### config.mk
export PLATFORM = sky130hd
export DESIGN_NAME = cinsn_expand
export DESIGN_NICKNAME = d
export VERILOG_FILES = /design/src/rtl/cinsn_pkg.sv /design/src/rtl/cinsn_mem_dec.sv /design/src/rtl/cinsn_alu_dec.sv /design/src/rtl/cinsn_expand.sv
export SDC_FILE = /design/constraint.sdc
export NUM_CORES = 1
export LEC_CHECK = 0
export ABC_AREA = 1
export CAP_MARGIN = 5
export CORE_MARGIN = 2
export CORE_UTILIZATION = 45
export DETAILED_ROUTE_END_ITERATION = 12
export MAX_ROUTING_LAYER = met4
export PLACE_DENSITY = 0.73
export REMOVE_ABC_BUFFERS = 1
export SETUP_SLACK_MARGIN = 0.5
export SLEW_MARGIN = 30
export SYNTH_ARGS = -nofsm -noshare
export SYNTH_HDL_FRONTEND = slang
export SYNTH_HIERARCHICAL = 1
export SYNTH_SLANG_ARGS = --single-unit
### constraint.sdc
create_clock -name clk -period 1.4 [get_ports clk]
set_input_delay 0.14 -clock clk [delete_from_list [all_inputs] [get_ports clk]]
set_output_delay 0.14 -clock clk [all_outputs]
set_load 0.03 [all_outputs]
### src/rtl/cinsn_pkg.sv
package cinsn_pkg;
  localparam int CW = 16;
  localparam int XW = 32;

  localparam logic [6:0] OP_LOAD  = 7'b0000011;
  localparam logic [6:0] OP_STORE = 7'b0100011;
  localparam logic [6:0] OP_IMM   = 7'b0010011;
  localparam logic [6:0] OP_REG   = 7'b0110011;
  localparam logic [6:0] OP_REG32 = 7'b0111011;

  typedef struct packed {
    logic          bad;
    logic [XW-1:0] word;
  } xres_t;

  function automatic logic [4:0] creg(input logic [2:0] f);
    return {2'b01, f};
  endfunction

  function automatic logic [XW-1:0] enc_i(input logic [11:0] imm, input logic [4:0] rs1,
                                          input logic [2:0] f3, input logic [4:0] rd,
                                          input logic [6:0] op);
    return {imm, rs1, f3, rd, op};
  endfunction

  function automatic logic [XW-1:0] enc_r(input logic [6:0] f7, input logic [4:0] rs2,
                                          input logic [4:0] rs1, input logic [2:0] f3,
                                          input logic [4:0] rd, input logic [6:0] op);
    return {f7, rs2, rs1, f3, rd, op};
  endfunction

  function automatic logic [XW-1:0] enc_s(input logic [11:0] imm, input logic [4:0] rs2,
                                          input logic [4:0] rs1, input logic [2:0] f3);
    return {imm[11:5], rs2, rs1, f3, imm[4:0], OP_STORE};
  endfunction
endpackage

### src/rtl/cinsn_mem_dec.sv
module cinsn_mem_dec
  import cinsn_pkg::*;
(
  input  logic [CW-1:0] insn,
  output xres_t         res
);
  logic [4:0]  base_r;
  logic [4:0]  data_r;
  logic [11:0] off_b;
  logic [11:0] off_h;

  always_comb begin
    base_r = creg(insn[9:7]);
    data_r = creg(insn[4:2]);
    off_b  = {10'd0, insn[5], insn[6]};
    off_h  = {10'd0, insn[5], 1'b0};
    res    = '{bad: 1'b1, word: '0};
    if (insn[1:0] == 2'b00 && insn[15:13] == 3'b100) begin
      unique case (insn[12:10])
        3'b000: res = '{bad: 1'b0, word: enc_i(off_b, base_r, 3'b100, data_r, OP_LOAD)};
        3'b001: res = '{bad: 1'b0,
                        word: enc_i(off_h, base_r, insn[6] ? 3'b001 : 3'b101, data_r, OP_LOAD)};
        3'b010: res = '{bad: 1'b0, word: enc_s(off_b, data_r, base_r, 3'b000)};
        3'b011: if (!insn[6]) res = '{bad: 1'b0, word: enc_s(off_h, data_r, base_r, 3'b001)};
        default: res = '{bad: 1'b1, word: '0};
      endcase
    end
  end
endmodule

### src/rtl/cinsn_alu_dec.sv
module cinsn_alu_dec
  import cinsn_pkg::*;
(
  input  logic [CW-1:0] insn,
  input  logic          wide,
  output xres_t         res
);
  logic [4:0] dst_r;
  logic [4:0] src_r;

  always_comb begin
    dst_r = creg(insn[9:7]);
    src_r = creg(insn[4:2]);
    res   = '{bad: 1'b1, word: '0};
    if (insn[1:0] == 2'b01 && insn[15:10] == 6'b100111) begin
      unique case (insn[6:5])
        2'b00: if (wide) res = '{bad: 1'b0,
                                 word: enc_r(7'b0100000, src_r, dst_r, 3'b000, dst_r, OP_REG32)};
        2'b01: if (wide) res = '{bad: 1'b0,
                                 word: enc_r(7'b0000000, src_r, dst_r, 3'b000, dst_r, OP_REG32)};
        2'b10: res = '{bad: 1'b0, word: enc_r(7'b0000001, src_r, dst_r, 3'b000, dst_r, OP_REG)};
        default: begin
          unique case (insn[4:2])
            3'b000: res = '{bad: 1'b0, word: enc_i(12'h0FF, dst_r, 3'b111, dst_r, OP_IMM)};
            3'b001: res = '{bad: 1'b0, word: enc_i(12'h604, dst_r, 3'b001, dst_r, OP_IMM)};
            3'b010: res = '{bad: 1'b0,
                            word: enc_r(7'b0000100, 5'd0, dst_r, 3'b100, dst_r,
                                        wide ? OP_REG32 : OP_REG)};
            3'b011: res = '{bad: 1'b0, word: enc_i(12'h605, dst_r, 3'b001, dst_r, OP_IMM)};
            3'b100: if (wide) res = '{bad: 1'b0,
                                      word: enc_r(7'b0000100, 5'd0, dst_r, 3'b000, dst_r, OP_REG32)};
            3'b101: res = '{bad: 1'b0, word: enc_i(12'hFFF, dst_r, 3'b100, dst_r, OP_IMM)};
            default: res = '{bad: 1'b1, word: '0};
          endcase
        end
      endcase
    end
  end
endmodule

### src/rtl/cinsn_expand.sv
module cinsn_expand
  import cinsn_pkg::*;
#(
  parameter bit REG_OUT = 1'b1
) (
  input  logic          clk,
  input  logic          rst,
  input  logic [CW-1:0] insn_i,
  input  logic          wide_i,
  output logic [XW-1:0] insn_o,
  output logic          bad_o
);
  xres_t mem_res;
  xres_t alu_res;
  xres_t sel_res;

  cinsn_mem_dec u_mem (.insn(insn_i), .res(mem_res));
  cinsn_alu_dec u_alu (.insn(insn_i), .wide(wide_i), .res(alu_res));

  always_comb begin
    if (!mem_res.bad)      sel_res = mem_res;
    else if (!alu_res.bad) sel_res = alu_res;
    else                   sel_res = '{bad: 1'b1, word: '0};
  end

  generate
    if (REG_OUT) begin : g_reg
      xres_t q;
      always_ff @(posedge clk) begin
        if (rst) q <= '{bad: 1'b0, word: '0};
        else     q <= sel_res;
      end
      assign insn_o = q.word;
      assign bad_o  = q.bad;
    end else begin : g_comb
      assign insn_o = sel_res.word;
      assign bad_o  = sel_res.bad;
    end
  endgenerate
endmodule

==> results of run 1 <==
-- metal layers --
layer | up-vias | track usage, % | share of wire (%)
li1 | 1151 | - | -
met1 | 1096 | 26.21 | 39
met2 | 95 | 41.59 | 54
met3 | 11 | 4.685 | 4.4
met4 | 0 | 9.524 | 1.8
met5 | - | - | 0
-- metrics by stage --
stage / cells / instance area, um^2
floorplan: 291 / 1927
global placement: 445 / 2829
detailed placement: 445 / 2829
CTS: 474 / 3401
global route: 476 / 3700
finish: 476 / 3700
-- logic make-up after synthesis --
family                 Yosys count
flip-flops                      33
buffers and inverters           78
other                            2
AND/OR/NAND/NOR                167
AO/OA/AOI/OAI                   40
-- path summary, 6_finish.rpt --
| kind | from | end | cells after the start |
|---|---|---|---|
| setup / recovery | insn_i[1] | insn_o[10]$_SDFF_PP0_ | 11 |
| hold / removal | insn_i[10] | insn_o[12]$_SDFF_PP0_ | 6 |
-- sequential cells by signal, indices dropped and copies added (netlist names) --
| name | cells |
|---|---|
| insn_o | 32 |
| bad_o | 1 |
-- synthesized netlist by cell type, drive strengths merged, types with 2 or more instances --
master	n	area, um^2
inv	31	123.9
buf	46	384.1
nand2	74	330.3
nand3	43	225.2
nor3	5	40.04
conb	2	7.510
nor2	40	203.9
nand4	4	25.02
o21ai	3	15.01
dfxtp	33	660.6
a21oi	36	214.0
-- timing repair --
item                       CTS  global route
gates cloned                 6             1
pin swaps                   35            30
resized for setup          344            89
setup endpoints to repair   62            59
setup buffers               15             1
hold endpoints to repair     0             0
-- area by class of cell --
type / instances / area, um^2
fill: 302 / 1055
timing repair buffer: 107 / 1151
inverter: 32 / 148.9
sequential: 33 / 694.4
timing repair inverter: 3 / 36.28
clock inverter: 3 / 17.52
tap: 67 / 83.83
multi-input combinational: 226 / 1499
clock buffer: 5 / 68.82
-- tightest hold or removal path, cell delays in order --
cell	delay, ns
buf_2	0.12
buf_4	0.15
nand3_1	0.07
a21oi_1	0.06
nand2_1	0.07
a21oi_2	0.05
-- report_power, final --
part           total, uW  internal [uW]  switching (uW)
Combinational        380            163             218
Clock                730            343             387
Sequential           942            941            1.33
Total               2050           1450             606
==> results.ini, run 1 <==
[synth]
ys_ff_latch=33
synth_mux_area_share_pct=0
synth_enable_flop_cells=0
syn_avg_cell_area_um2=7.022
synthFlopType=dfxtp_1
synth_area_um2=2247
syn_inst=320
synthAdderAreaFrac_pct=0
synth-xor-area-share_pct=0
async_flop_share_pct=0
synth-simple-area-share_pct=37.03
synth_top_family_by_area=simple AND/OR/NAND/NOR gates
synth.distinct_cells=28
seq_area_frac_synth_pct=29.40
synth_compound_area_share_pct=10.47
synth_warnings=6

[finish]
syn_to_final_growth_pct=64.64
mostFrequentLayoutCell=nand2_1
fin_util_pct=77.82
most-common-layout-cells=44 x nand2_1, 43 x buf_6, 37 x buf_4
drive_above_1_share_pct=62.35
n_antenna_cell=0
final_nets=427

[sta]
hold_viol=0
drv_slew=0
timing.setup.tns_ns=0
setup_viol=0
rsz0062_at_grt=true
holdWs_ns=0.4038
clock.fmax_mhz=912.8
fin_crit_ns=1.096
timing.final.crit_share_pct=78.26
finalWorstSetupSlack_ns=0.3044

[floorplanning]
start_util_pct=47.26
dieArea_um2=5575
rows=25
io_pins=52
die_x_um=74.67
die_h_um=74.67
core_um2=4755

[placed_design]
gp_congestion=0.9106
pre_cts_slack_ns=-0.3364
portBuffers=51
dpl.hpwl_mm=3.701

[clocking]
cts.sink_count=33
clk_pin_slew_ns=0.08
cts_buffers=5
cts_hold_buf=0
cts-root-buf=clkbuf_8
cts.path.max_buffers=2
cts_tree=yes
ctsHtreeMaxLevel=2

[critical_path]
slowest_delay_ns=0.21
crit_fanout=5
crit_top_cell=nand2_2
cp_data_arrival_time_ns=1.30
worstPathBufferInverterCount=4
required_ns=1.60
crit_family=simple AND/OR/NAND/NOR gates
crit_slowest_cell=a21oi_1
path_class=in2reg
crit_chain=buf_8 -> inv_2 -> nand2_2 -> nor2_2 -> nand2_2 -> nor2_4 -> nand2_4 -> buf_6 -> inv_4 -> nand3_2 -> a21oi_1
crit_path_end_kind=flop
cp-start-kind=input pin

[global_route]
grt_pass1_wl_mm=9.680
grt_max_degree=34
grtUsageTotal_pct=23.67
grt_overflow_total=0
grt_pass1_vias=2138
antenna_found_initial=0

[drt]
drt-total-wl_mm=7.140
vias=2353
drt_iter0_drc=112
ant_nets=0
post_drt_wl_per_cell_um=15.00
remaining_drc_errors=0
drt-pass1-iter-count=4
avgViaCountPerCell=4.943

[power]
p_leak_uw=0.001558
fin_total_pwr_uw=2053
ir_worst_vdd_mv=0.3319
p_per_area_nw_per_um2=554.8

[worst_hold_path]
hold_class=in2reg

[status]
status=complete, no violations

[run]
maxCapViolCount=0

No activity file was read; power rests on OpenSTA's default activity.
==> inputs of run 2 (changes only) <==
PLACE_DENSITY = 0.76   (was 0.73)
clock period = 0.95 ns   (was 1.4 ns; I/O delays follow)
==> results.ini, run 2 (synthesis gave the netlist of run 1 again) <==
[critical_path]
crit_top_cell=buf_6
required_ns=1.17
path_class=in2reg
cp_data_arrival_time_ns=1.25
crit_slowest_cell=nor2_4
crit_fanout=5
cp-start-kind=input pin
crit_chain=buf_6 -> inv_2 -> nand2_1 -> nor2_1 -> nand2_2 -> nor2_4 -> nand2_4 -> inv_6 -> buf_6 -> buf_16 -> nand3_2 -> a21oi_2
crit_path_end_kind=flop
slowest_delay_ns=0.14

[finish]
syn_to_final_growth_pct=53.51
drive_above_1_share_pct=59.25
largest_reg_flops=32
stdcell_area_um2=3450
mostFrequentLayoutCell=nand2_1
finalNonFillerCells=467
fillCellCount=341
most-common-layout-cells=52 x nand2_1, 45 x buf_6, 33 x buf_4
final_nets=418
n_antenna_cell=0

[sta]
fin_crit_ns=1.029
finalWorstSetupSlack_ns=-0.07870
rsz0062_at_grt=true
hold_viol=0
setup_viol=28
clock.fmax_mhz=972.1
holdWs_ns=0.2296
timing.final.crit_share_pct=108.3
drv_slew=0

[floorplanning]
io_pins=52
core_um2=4755
rows=25
die_h_um=74.67
start_util_pct=47.26
dieArea_um2=5575
die_x_um=74.67

[power]
p_leak_uw=0.001471
p_per_area_nw_per_um2=837.6
ir_worst_vdd_mv=0.4961

[clocking]
clk_pin_slew_ns=0.07
cts.path.max_buffers=2
cts_tree=yes
cts-root-buf=clkbuf_8
cts.sink_count=33
cts_buffers=5
ctsHtreeMaxLevel=2
cts_hold_buf=0

[global_route]
antenna_found_initial=0
grt_pass1_wl_mm=9.542
grt_pass1_vias=2173
grtUsageTotal_pct=23.21
grt_overflow_total=0
grt_max_degree=34

[drt]
avgViaCountPerCell=5.036
ant_nets=0
drt_iter0_drc=148
drt-total-wl_mm=6.408
drt-pass1-iter-count=4
vias=2352
post_drt_wl_per_cell_um=13.72
remaining_drc_errors=0

[placed_design]
dpl.hpwl_mm=3.629
dp_cells=444
gp_congestion=0.9398
portBuffers=51
placed_area_um2=2739

[worst_hold_path]
hold_class=in2reg

[run]
maxCapViolCount=0

[status]
status=complete, but fails checks
violations=negative setup slack

-- run 2: per-stage QoR --
step	TNS, ns	util [%]	setup WS (ns)	total power [uW]
global placement	-18.43	57.61	-0.6845	1823
finish	-0.8502	72.55	-0.07870	2889
CTS	-1.048	68.89	-0.05581	2852
floorplan	-8.812	-	-0.3601	1587
global route	-2.783	72.55	-0.1568	2987
detailed placement	-19.24	57.61	-0.7348	1829
-- run 2: path summary, 6_finish.rpt --
path | start | end | slack [ns] | depth (start not counted)
min | insn_i[6] | insn_o[25]$_SDFF_PP0_ | 0.23 | 5
max | insn_i[1] | insn_o[14]$_SDFF_PP0_ | -0.08 | 12
-- run 2: cell type report --
cell class	count	area (um^2)	area share, %
timing repair buffer	101	1035	30.00
tap	67	83.83	2.430
sequential	33	700.7	20.31
clock buffer	5	68.82	1.995
clock inverter	3	17.52	0.5078
multi-input combinational	226	1398	40.52
inverter	32	146.4	4.244
-- run 2: worst max-delay path, delay by kind of cell --
family	cells	cell delay, ns
and+or+nand+nor	6	0.55
buffers and inverters	5	0.48
AOI/OAI and AO/OA	1	0.14
-- run 2: per-layer routing --
layer / wire (um) / vias to the layer above / GRT usage [%]
li1: - / 1123 / -
met1: 2489 / 1112 / 25.14
met2: 3473 / 102 / 42.18
met3: 332 / 15 / 3.213
met4: 112 / 0 / 9.921
met5: 0 / - / -
-- run 2: repair_timing --
action | 4_1_cts | 5_1_grt
gates cloned | 3 | 0
pin swaps | 19 | 24
resized for setup | 166 | 42
setup endpoints to repair | 62 | 62
setup buffers | 9 | 3
-- run 2: power breakdown --
| group | internal [uW] | switching, uW | total (uW) |
|---|---|---|---|
| Sequential | 1390 | 2.34 | 1390 |
| Combinational | 187 | 281 | 468 |
| Clock | 505 | 527 | 1030 |
